`config.mk`:
```
export PLATFORM = sky130hd
export DESIGN_NAME = page_walker
export DESIGN_NICKNAME = d
export VERILOG_FILES = /design/src/rtl/pw_pkg.sv /design/src/rtl/pw_addr_gen.sv /design/src/rtl/pw_entry_check.sv /design/src/rtl/pw_walk_ctrl.sv /design/src/rtl/page_walker.sv
export SDC_FILE = /design/constraint.sdc
export NUM_CORES = 1
export LEC_CHECK = 0
export ABC_AREA = 1
export BUFFER_PORTS_ARGS = -buffer_cell sky130_fd_sc_hd__buf_4
export CAP_MARGIN = 10
export CORE_UTILIZATION = 40
export CTS_CLUSTER_DIAMETER = 50
export DETAILED_ROUTE_END_ITERATION = 10
export PLACE_DENSITY = 0.72
export SETUP_SLACK_MARGIN = 0.4
export SLEW_MARGIN = 20
export SYNTH_ARGS = -nofsm -noshare
export SYNTH_HDL_FRONTEND = slang
export SYNTH_SLANG_ARGS = --single-unit
```
`constraint.sdc`:
```
create_clock -name clk -period 1.45 [get_ports clk]
set_input_delay 0.0725 -clock clk [delete_from_list [all_inputs] [get_ports clk]]
set_output_delay 0.0725 -clock clk [all_outputs]
set_load 0.005 [all_outputs]
```
`src/rtl/pw_pkg.sv`:
```
package pw_pkg;
  // entry control bit positions
  localparam int E_PRESENT = 0;
  localparam int E_RD      = 1;
  localparam int E_WR      = 2;
  localparam int E_EX      = 3;
  localparam int E_REF     = 4;
  localparam int E_MOD     = 5;

  typedef enum logic [1:0] {
    ACC_READ  = 2'd0,
    ACC_WRITE = 2'd1,
    ACC_EXEC  = 2'd2,
    ACC_RSVD  = 2'd3
  } acc_t;

  typedef enum logic [1:0] {
    FLT_NONE = 2'd0,
    FLT_TOP  = 2'd1,
    FLT_LEAF = 2'd2,
    FLT_PERM = 2'd3
  } fault_t;

  typedef enum logic [2:0] {
    ST_IDLE,
    ST_TOP_REQ,
    ST_TOP_WAIT,
    ST_LEAF_REQ,
    ST_LEAF_WAIT,
    ST_EVAL,
    ST_WB,
    ST_RESP
  } walk_st_t;
endpackage

```
`src/rtl/pw_addr_gen.sv`:
```
module pw_addr_gen #(
  parameter int VA_W  = 32,
  parameter int IDX_W = 10,
  parameter int OFF_W = 12,
  localparam int FRAME_W = VA_W - OFF_W,
  localparam int WADDR_W = FRAME_W + IDX_W
) (
  input  logic               sel_leaf,
  input  logic [VA_W-1:0]    va,
  input  logic [FRAME_W-1:0] root,
  input  logic [FRAME_W-1:0] tbl,
  output logic [WADDR_W-1:0] waddr
);
  logic [IDX_W-1:0] top_idx;
  logic [IDX_W-1:0] leaf_idx;

  assign top_idx  = va[VA_W-1 -: IDX_W];
  assign leaf_idx = va[OFF_W +: IDX_W];

  always_comb begin
    if (sel_leaf) waddr = {tbl, leaf_idx};
    else          waddr = {root, top_idx};
  end
endmodule

```
`src/rtl/pw_entry_check.sv`:
```
module pw_entry_check
  import pw_pkg::*;
#(
  parameter int PTE_W = 32
) (
  input  logic [PTE_W-1:0] leaf,
  input  logic [1:0]       acc,
  output logic [1:0]       fault,
  output logic [PTE_W-1:0] upd,
  output logic             need_wb
);
  logic allowed;

  always_comb begin
    unique case (acc_t'(acc))
      ACC_READ:  allowed = leaf[E_RD];
      ACC_WRITE: allowed = leaf[E_WR];
      ACC_EXEC:  allowed = leaf[E_EX];
      default:   allowed = 1'b0;
    endcase
  end

  always_comb begin
    if (!leaf[E_PRESENT])  fault = FLT_LEAF;
    else if (!allowed)     fault = FLT_PERM;
    else                   fault = FLT_NONE;
  end

  always_comb begin
    upd = leaf;
    upd[E_REF] = 1'b1;
    if (acc_t'(acc) == ACC_WRITE) upd[E_MOD] = 1'b1;
  end

  assign need_wb = (fault == FLT_NONE) && (upd != leaf);
endmodule

```
`src/rtl/pw_walk_ctrl.sv`:
```
module pw_walk_ctrl
  import pw_pkg::*;
#(
  parameter int VA_W  = 32,
  parameter int OFF_W = 12,
  localparam int FRAME_W = VA_W - OFF_W
) (
  input  logic               clk,
  input  logic               rst,
  input  logic [FRAME_W-1:0] root_frame,
  input  logic               req_valid,
  output logic               req_ready,
  input  logic [VA_W-1:0]    req_vaddr,
  input  logic [1:0]         req_acc,
  output logic               rsp_valid,
  input  logic               rsp_ready,
  output logic [VA_W-1:0]    rsp_paddr,
  output logic [1:0]         rsp_fault,
  output logic               mem_req,
  output logic               mem_we,
  output logic [VA_W-1:0]    mem_wdata,
  input  logic               mem_gnt,
  input  logic               mem_rvalid,
  input  logic [VA_W-1:0]    mem_rdata,
  output logic               sel_leaf,
  output logic [VA_W-1:0]    va_q,
  output logic [FRAME_W-1:0] root_q,
  output logic [FRAME_W-1:0] tbl_q,
  output logic [VA_W-1:0]    leaf_q,
  output logic [1:0]         acc_q,
  input  logic [1:0]         chk_fault,
  input  logic [VA_W-1:0]    chk_upd,
  input  logic               chk_need_wb
);
  walk_st_t          st;
  logic [VA_W-1:0]   paddr_q;
  logic [1:0]        fault_q;
  logic [VA_W-1:0]   upd_q;

  always_ff @(posedge clk) begin
    if (rst) begin
      st      <= ST_IDLE;
      va_q    <= '0;
      root_q  <= '0;
      tbl_q   <= '0;
      leaf_q  <= '0;
      acc_q   <= '0;
      paddr_q <= '0;
      fault_q <= '0;
      upd_q   <= '0;
    end else begin
      unique case (st)
        ST_IDLE: if (req_valid) begin
          va_q   <= req_vaddr;
          acc_q  <= req_acc;
          root_q <= root_frame;
          st     <= ST_TOP_REQ;
        end
        ST_TOP_REQ:  if (mem_gnt) st <= ST_TOP_WAIT;
        ST_TOP_WAIT: if (mem_rvalid) begin
          if (mem_rdata[E_PRESENT]) begin
            tbl_q <= mem_rdata[VA_W-1:OFF_W];
            st    <= ST_LEAF_REQ;
          end else begin
            fault_q <= FLT_TOP;
            paddr_q <= '0;
            st      <= ST_RESP;
          end
        end
        ST_LEAF_REQ:  if (mem_gnt) st <= ST_LEAF_WAIT;
        ST_LEAF_WAIT: if (mem_rvalid) begin
          leaf_q <= mem_rdata;
          st     <= ST_EVAL;
        end
        ST_EVAL: begin
          fault_q <= chk_fault;
          upd_q   <= chk_upd;
          paddr_q <= (chk_fault == FLT_NONE) ?
                     {leaf_q[VA_W-1:OFF_W], va_q[OFF_W-1:0]} : '0;
          st      <= chk_need_wb ? ST_WB : ST_RESP;
        end
        ST_WB:   if (mem_gnt) st <= ST_RESP;
        ST_RESP: if (rsp_ready) st <= ST_IDLE;
        default: st <= ST_IDLE;
      endcase
    end
  end

  assign req_ready = (st == ST_IDLE);
  assign rsp_valid = (st == ST_RESP);
  assign rsp_paddr = paddr_q;
  assign rsp_fault = fault_q;
  assign mem_req   = (st == ST_TOP_REQ) || (st == ST_LEAF_REQ) || (st == ST_WB);
  assign mem_we    = (st == ST_WB);
  assign mem_wdata = upd_q;
  assign sel_leaf  = (st != ST_TOP_REQ);

  assert_rsp_hold_R9: assert property (@(posedge clk) disable iff (rst)
    rsp_valid && !rsp_ready |=> rsp_valid && $stable(rsp_paddr) && $stable(rsp_fault));

  assert_wb_marks_ref_R7: assert property (@(posedge clk) disable iff (rst)
    mem_req && mem_we |-> mem_wdata[E_REF] && mem_wdata[E_PRESENT]);

  assert_wb_changes_R8: assert property (@(posedge clk) disable iff (rst)
    mem_req && mem_we |-> mem_wdata != leaf_q);

  assert_wb_only_ok_R10: assert property (@(posedge clk) disable iff (rst)
    mem_req && mem_we |-> chk_fault == FLT_NONE);

  assert_perm_granted_R6: assert property (@(posedge clk) disable iff (rst)
    rsp_valid && rsp_fault == FLT_NONE |->
      (acc_q == ACC_READ  && leaf_q[E_RD]) ||
      (acc_q == ACC_WRITE && leaf_q[E_WR]) ||
      (acc_q == ACC_EXEC  && leaf_q[E_EX]));
endmodule

```
`src/rtl/page_walker.sv`:
```
module page_walker #(
  parameter int VA_W  = 32,
  parameter int IDX_W = 10,
  parameter int OFF_W = 12,
  localparam int FRAME_W = VA_W - OFF_W,
  localparam int WADDR_W = FRAME_W + IDX_W
) (
  input  logic               clk,
  input  logic               rst,
  input  logic [FRAME_W-1:0] root_frame,
  input  logic               req_valid,
  output logic               req_ready,
  input  logic [VA_W-1:0]    req_vaddr,
  input  logic [1:0]         req_acc,
  output logic               rsp_valid,
  input  logic               rsp_ready,
  output logic [VA_W-1:0]    rsp_paddr,
  output logic [1:0]         rsp_fault,
  output logic               mem_req,
  output logic               mem_we,
  output logic [WADDR_W-1:0] mem_addr,
  output logic [VA_W-1:0]    mem_wdata,
  input  logic               mem_gnt,
  input  logic               mem_rvalid,
  input  logic [VA_W-1:0]    mem_rdata
);
  logic               sel_leaf;
  logic [VA_W-1:0]    va_q;
  logic [FRAME_W-1:0] root_q;
  logic [FRAME_W-1:0] tbl_q;
  logic [VA_W-1:0]    leaf_q;
  logic [1:0]         acc_q;
  logic [1:0]         chk_fault;
  logic [VA_W-1:0]    chk_upd;
  logic               chk_need_wb;

  pw_walk_ctrl #(.VA_W(VA_W), .OFF_W(OFF_W)) u_ctrl (
    .clk(clk), .rst(rst), .root_frame(root_frame),
    .req_valid(req_valid), .req_ready(req_ready),
    .req_vaddr(req_vaddr), .req_acc(req_acc),
    .rsp_valid(rsp_valid), .rsp_ready(rsp_ready),
    .rsp_paddr(rsp_paddr), .rsp_fault(rsp_fault),
    .mem_req(mem_req), .mem_we(mem_we), .mem_wdata(mem_wdata),
    .mem_gnt(mem_gnt), .mem_rvalid(mem_rvalid), .mem_rdata(mem_rdata),
    .sel_leaf(sel_leaf), .va_q(va_q), .root_q(root_q), .tbl_q(tbl_q),
    .leaf_q(leaf_q), .acc_q(acc_q),
    .chk_fault(chk_fault), .chk_upd(chk_upd), .chk_need_wb(chk_need_wb)
  );

  pw_addr_gen #(.VA_W(VA_W), .IDX_W(IDX_W), .OFF_W(OFF_W)) u_addr (
    .sel_leaf(sel_leaf), .va(va_q), .root(root_q), .tbl(tbl_q),
    .waddr(mem_addr)
  );

  pw_entry_check #(.PTE_W(VA_W)) u_check (
    .leaf(leaf_q), .acc(acc_q),
    .fault(chk_fault), .upd(chk_upd), .need_wb(chk_need_wb)
  );
endmodule

```
==> results.md <==
- GP Congestion: 0.836
- Final WL: 27100 um
- Mean Syn Cell Area: 7.60 sq um
- Sequential power share: 0.295
- Sequential-to-total area share from yosys stat: 0.528
- Drt wl/cell: 19.1 um
- Critical path startpoint category: register
- First-pass detailed-route iteration total: 5
- Peak VDD IR: 0.993 mV
- Post-Place Setup Slack: 0.0117 ns
- Clk_lat worst skew: 0.43 ns
- Worst-path clk slew: 0.07 ns
- Fin crit share: 1.21
- Power share of the clock group: 0.246
- Yosys reg bits: 175
- Initial DRC count: 655
- Status: complete, but fails checks
- Core area: 16100 sq um
- Vias: 7551
- Failing checks: negative setup slack
- Hold Fails Final Rpt: 0
- Max Slew Vio Count: 0
- Switch share: 0.350
- Gate power share: 0.460
- Layout Nets: 1283
- Hpwl dp: 12800 um
- CTS tree: yes
- Critical Path RT: 1.38 ns
- Gr usage total: 0.291
- P_int: 13.3 mW
- Share of layout cells above drive strength 1: 0.387
- Max cap viols: 0
- H-tree depth: 4
- Worst Path Arrival: 1.68 ns
- Largest net degree at the start of global routing: 80
- Mapped Nets: 965
- Worst r2r src: u_ctrl.st[2]
- Pwr per Cell Area: 1720 nW/um^2
- Setup crit end kind: primary output
- Post-route insts no fill: 1420
- Psw: 7.14 mW
- Placed Cells: 1245
- Port buffer count: 191
- Leak: 4.87 nW
- Post-route antenna net violation count: 0
- DRC: 0
- Total grt overflow: 0
- Initial antenna violation count: 0
- I/O pin count: 192
- Worst hold start: req_valid
- Final setup fails: 143
- Via density: 5.32
- Minimum clock period: 1.75 ns
- Area growth syn-to-layout: 78.9%
- Clock buffer depth: 2
- Most frequent cells in the layout: 205 x buf_4, 172 x dfxtp_1, 124 x a21oi_1, 108 x nand2_1, 86 x dlygate4sd3_1
- Top-area cell type share of the netlist area: 0.528
- Die area: 17100 sq um
- Commonest non-fill, non-tap cell in the layout: buf_4
- Initial Utilization: 0.413
- Finished Core Util: 0.739
- Leading area contributor after synthesis: dfxtp_1
- Die width: 131 um
- YS warnings: 0
- Die height: 131 um
- CTS sink count: 175
- Clk_skew: 0.0128 ns
- Setup crit start: u_ctrl.st[2]
- DP Area: 8420 sq um
- Most area-consuming cells after synthesis: dfxtp_1 53%, a21oi_1 11%, nand2_1 9.0%
- Total Power: 20.4 mW
- Hold/Removal Path Class: primary input to register
- Vias in the first global route: 7115
- Site row count: 46
- Synth unique cells: 23
- CTS Root Cell: clkbuf_16
- TritonCTS buffer count: 17
- RSZ-0062 raised after global routing: true
- Actual slew at the worst max-slew pin: 0.618 ns
- Synth Cell Area: 6630 sq um
- Fmax: 572 MHz
- Slew HR: 0.588
- First-pass GRT wire length: 37500 um
- Crit path kind: register to primary output
- ANT cells: 0
- Critical Path Fanout Max: 9
- TNS Setup: -21.98 ns
- Worst hold slack: 0.0650 ns
- Design area: 11900 sq um
- Cells after Synth: 873
- Setup ws final: -0.298 ns
worst paths after layout:
kind	endpoint	slack [ns]	cells after the start
setup reg to reg	u_ctrl.root_q[16]	-0.29	9
setup / recovery	mem_addr[19]	-0.30	8
hold / removal	u_ctrl.va_q[16]	0.06	3
hold reg to reg	u_ctrl.leaf_q[8]	0.46	2
cell usage after synthesis:
master    instances
a211oi_1          1
nand3_1          52
nand2_1         159
o21ai_1          21
buf_2            16
a21oi_1         149
o211ai_1          1
a31oi_1           1
dfxtp_1         175
inv_2             4
buf_4             6
nor2_2            3
nand4_1           2
nand2_2           2
nand3_2           1
nor3_4            1
nor3_2            1
clkbuf_1         42
nor3_1            1
o21ai_0         105
o21a_1            1
inv_1            75
nor2_1           54
state kept, by name, summed over array words and instances (netlist names):
register / cells
u_ctrl.rsp_paddr: 32
u_ctrl.mem_wdata: 32
u_ctrl.tbl_q: 20
u_ctrl.st: 3
u_ctrl.acc_q: 2
u_ctrl.root_q: 20
u_ctrl.leaf_q: 32
u_ctrl.va_q: 32
u_ctrl.rsp_fault: 2
cells by family (layout without fill, tap and decap cells):
logic type | count (synthesis) | count (layout) | synth area share
AND/OR/NAND/NOR | 276 | 281 | 0.173
buffers and inverters | 143 | 469 | 0.0873
AO/OA/AOI/OAI | 279 | 279 | 0.212
flip-flops | 175 | 175 | 0.528
power by group through the flow:
stage	sequential, mW	combinational, mW	clock, mW
global route	6.07	9.80	5.24
detailed placement	6.01	4.01	0
finish	6.02	9.40	5.02
global placement	5.99	3.99	0
CTS	5.90	8.11	4.98
floorplan	5.86	2.72	0
final cells by class:
cell class	count	area, sq um
fill	1070	4190
clock inverter	13	185
tap	216	270
inverter	79	319
timing repair buffer	358	3720
sequential	175	3510
multi-input combinational	560	3400
clock buffer	19	453
worst max-delay path, stage by stage (launching register included):
cell and delay, ns:
dfxtp_4 0.37, inv_6 0.04, buf_6 0.11, nand3_4 0.09
buf_12 0.17, buf_12 0.15, nand2_2 0.07, o21ai_1 0.11
buf_4 0.15
metal layers:
metal  track usage  share of wire
met1         0.358           0.39
met2         0.486           0.51
met5             0              0
met4         0.134          0.034
met3        0.0607          0.064
repair_timing:
item	4_1_cts	5_1_grt
cloned	25	5
endpoints found under the setup margin	209	209
hold buffers	86	0
buffers inserted	22	5
pin swaps	26	7
hold endpoints to repair	105	0
resized for setup	206	86
Note: power is estimated with default switching activity, not from simulation.
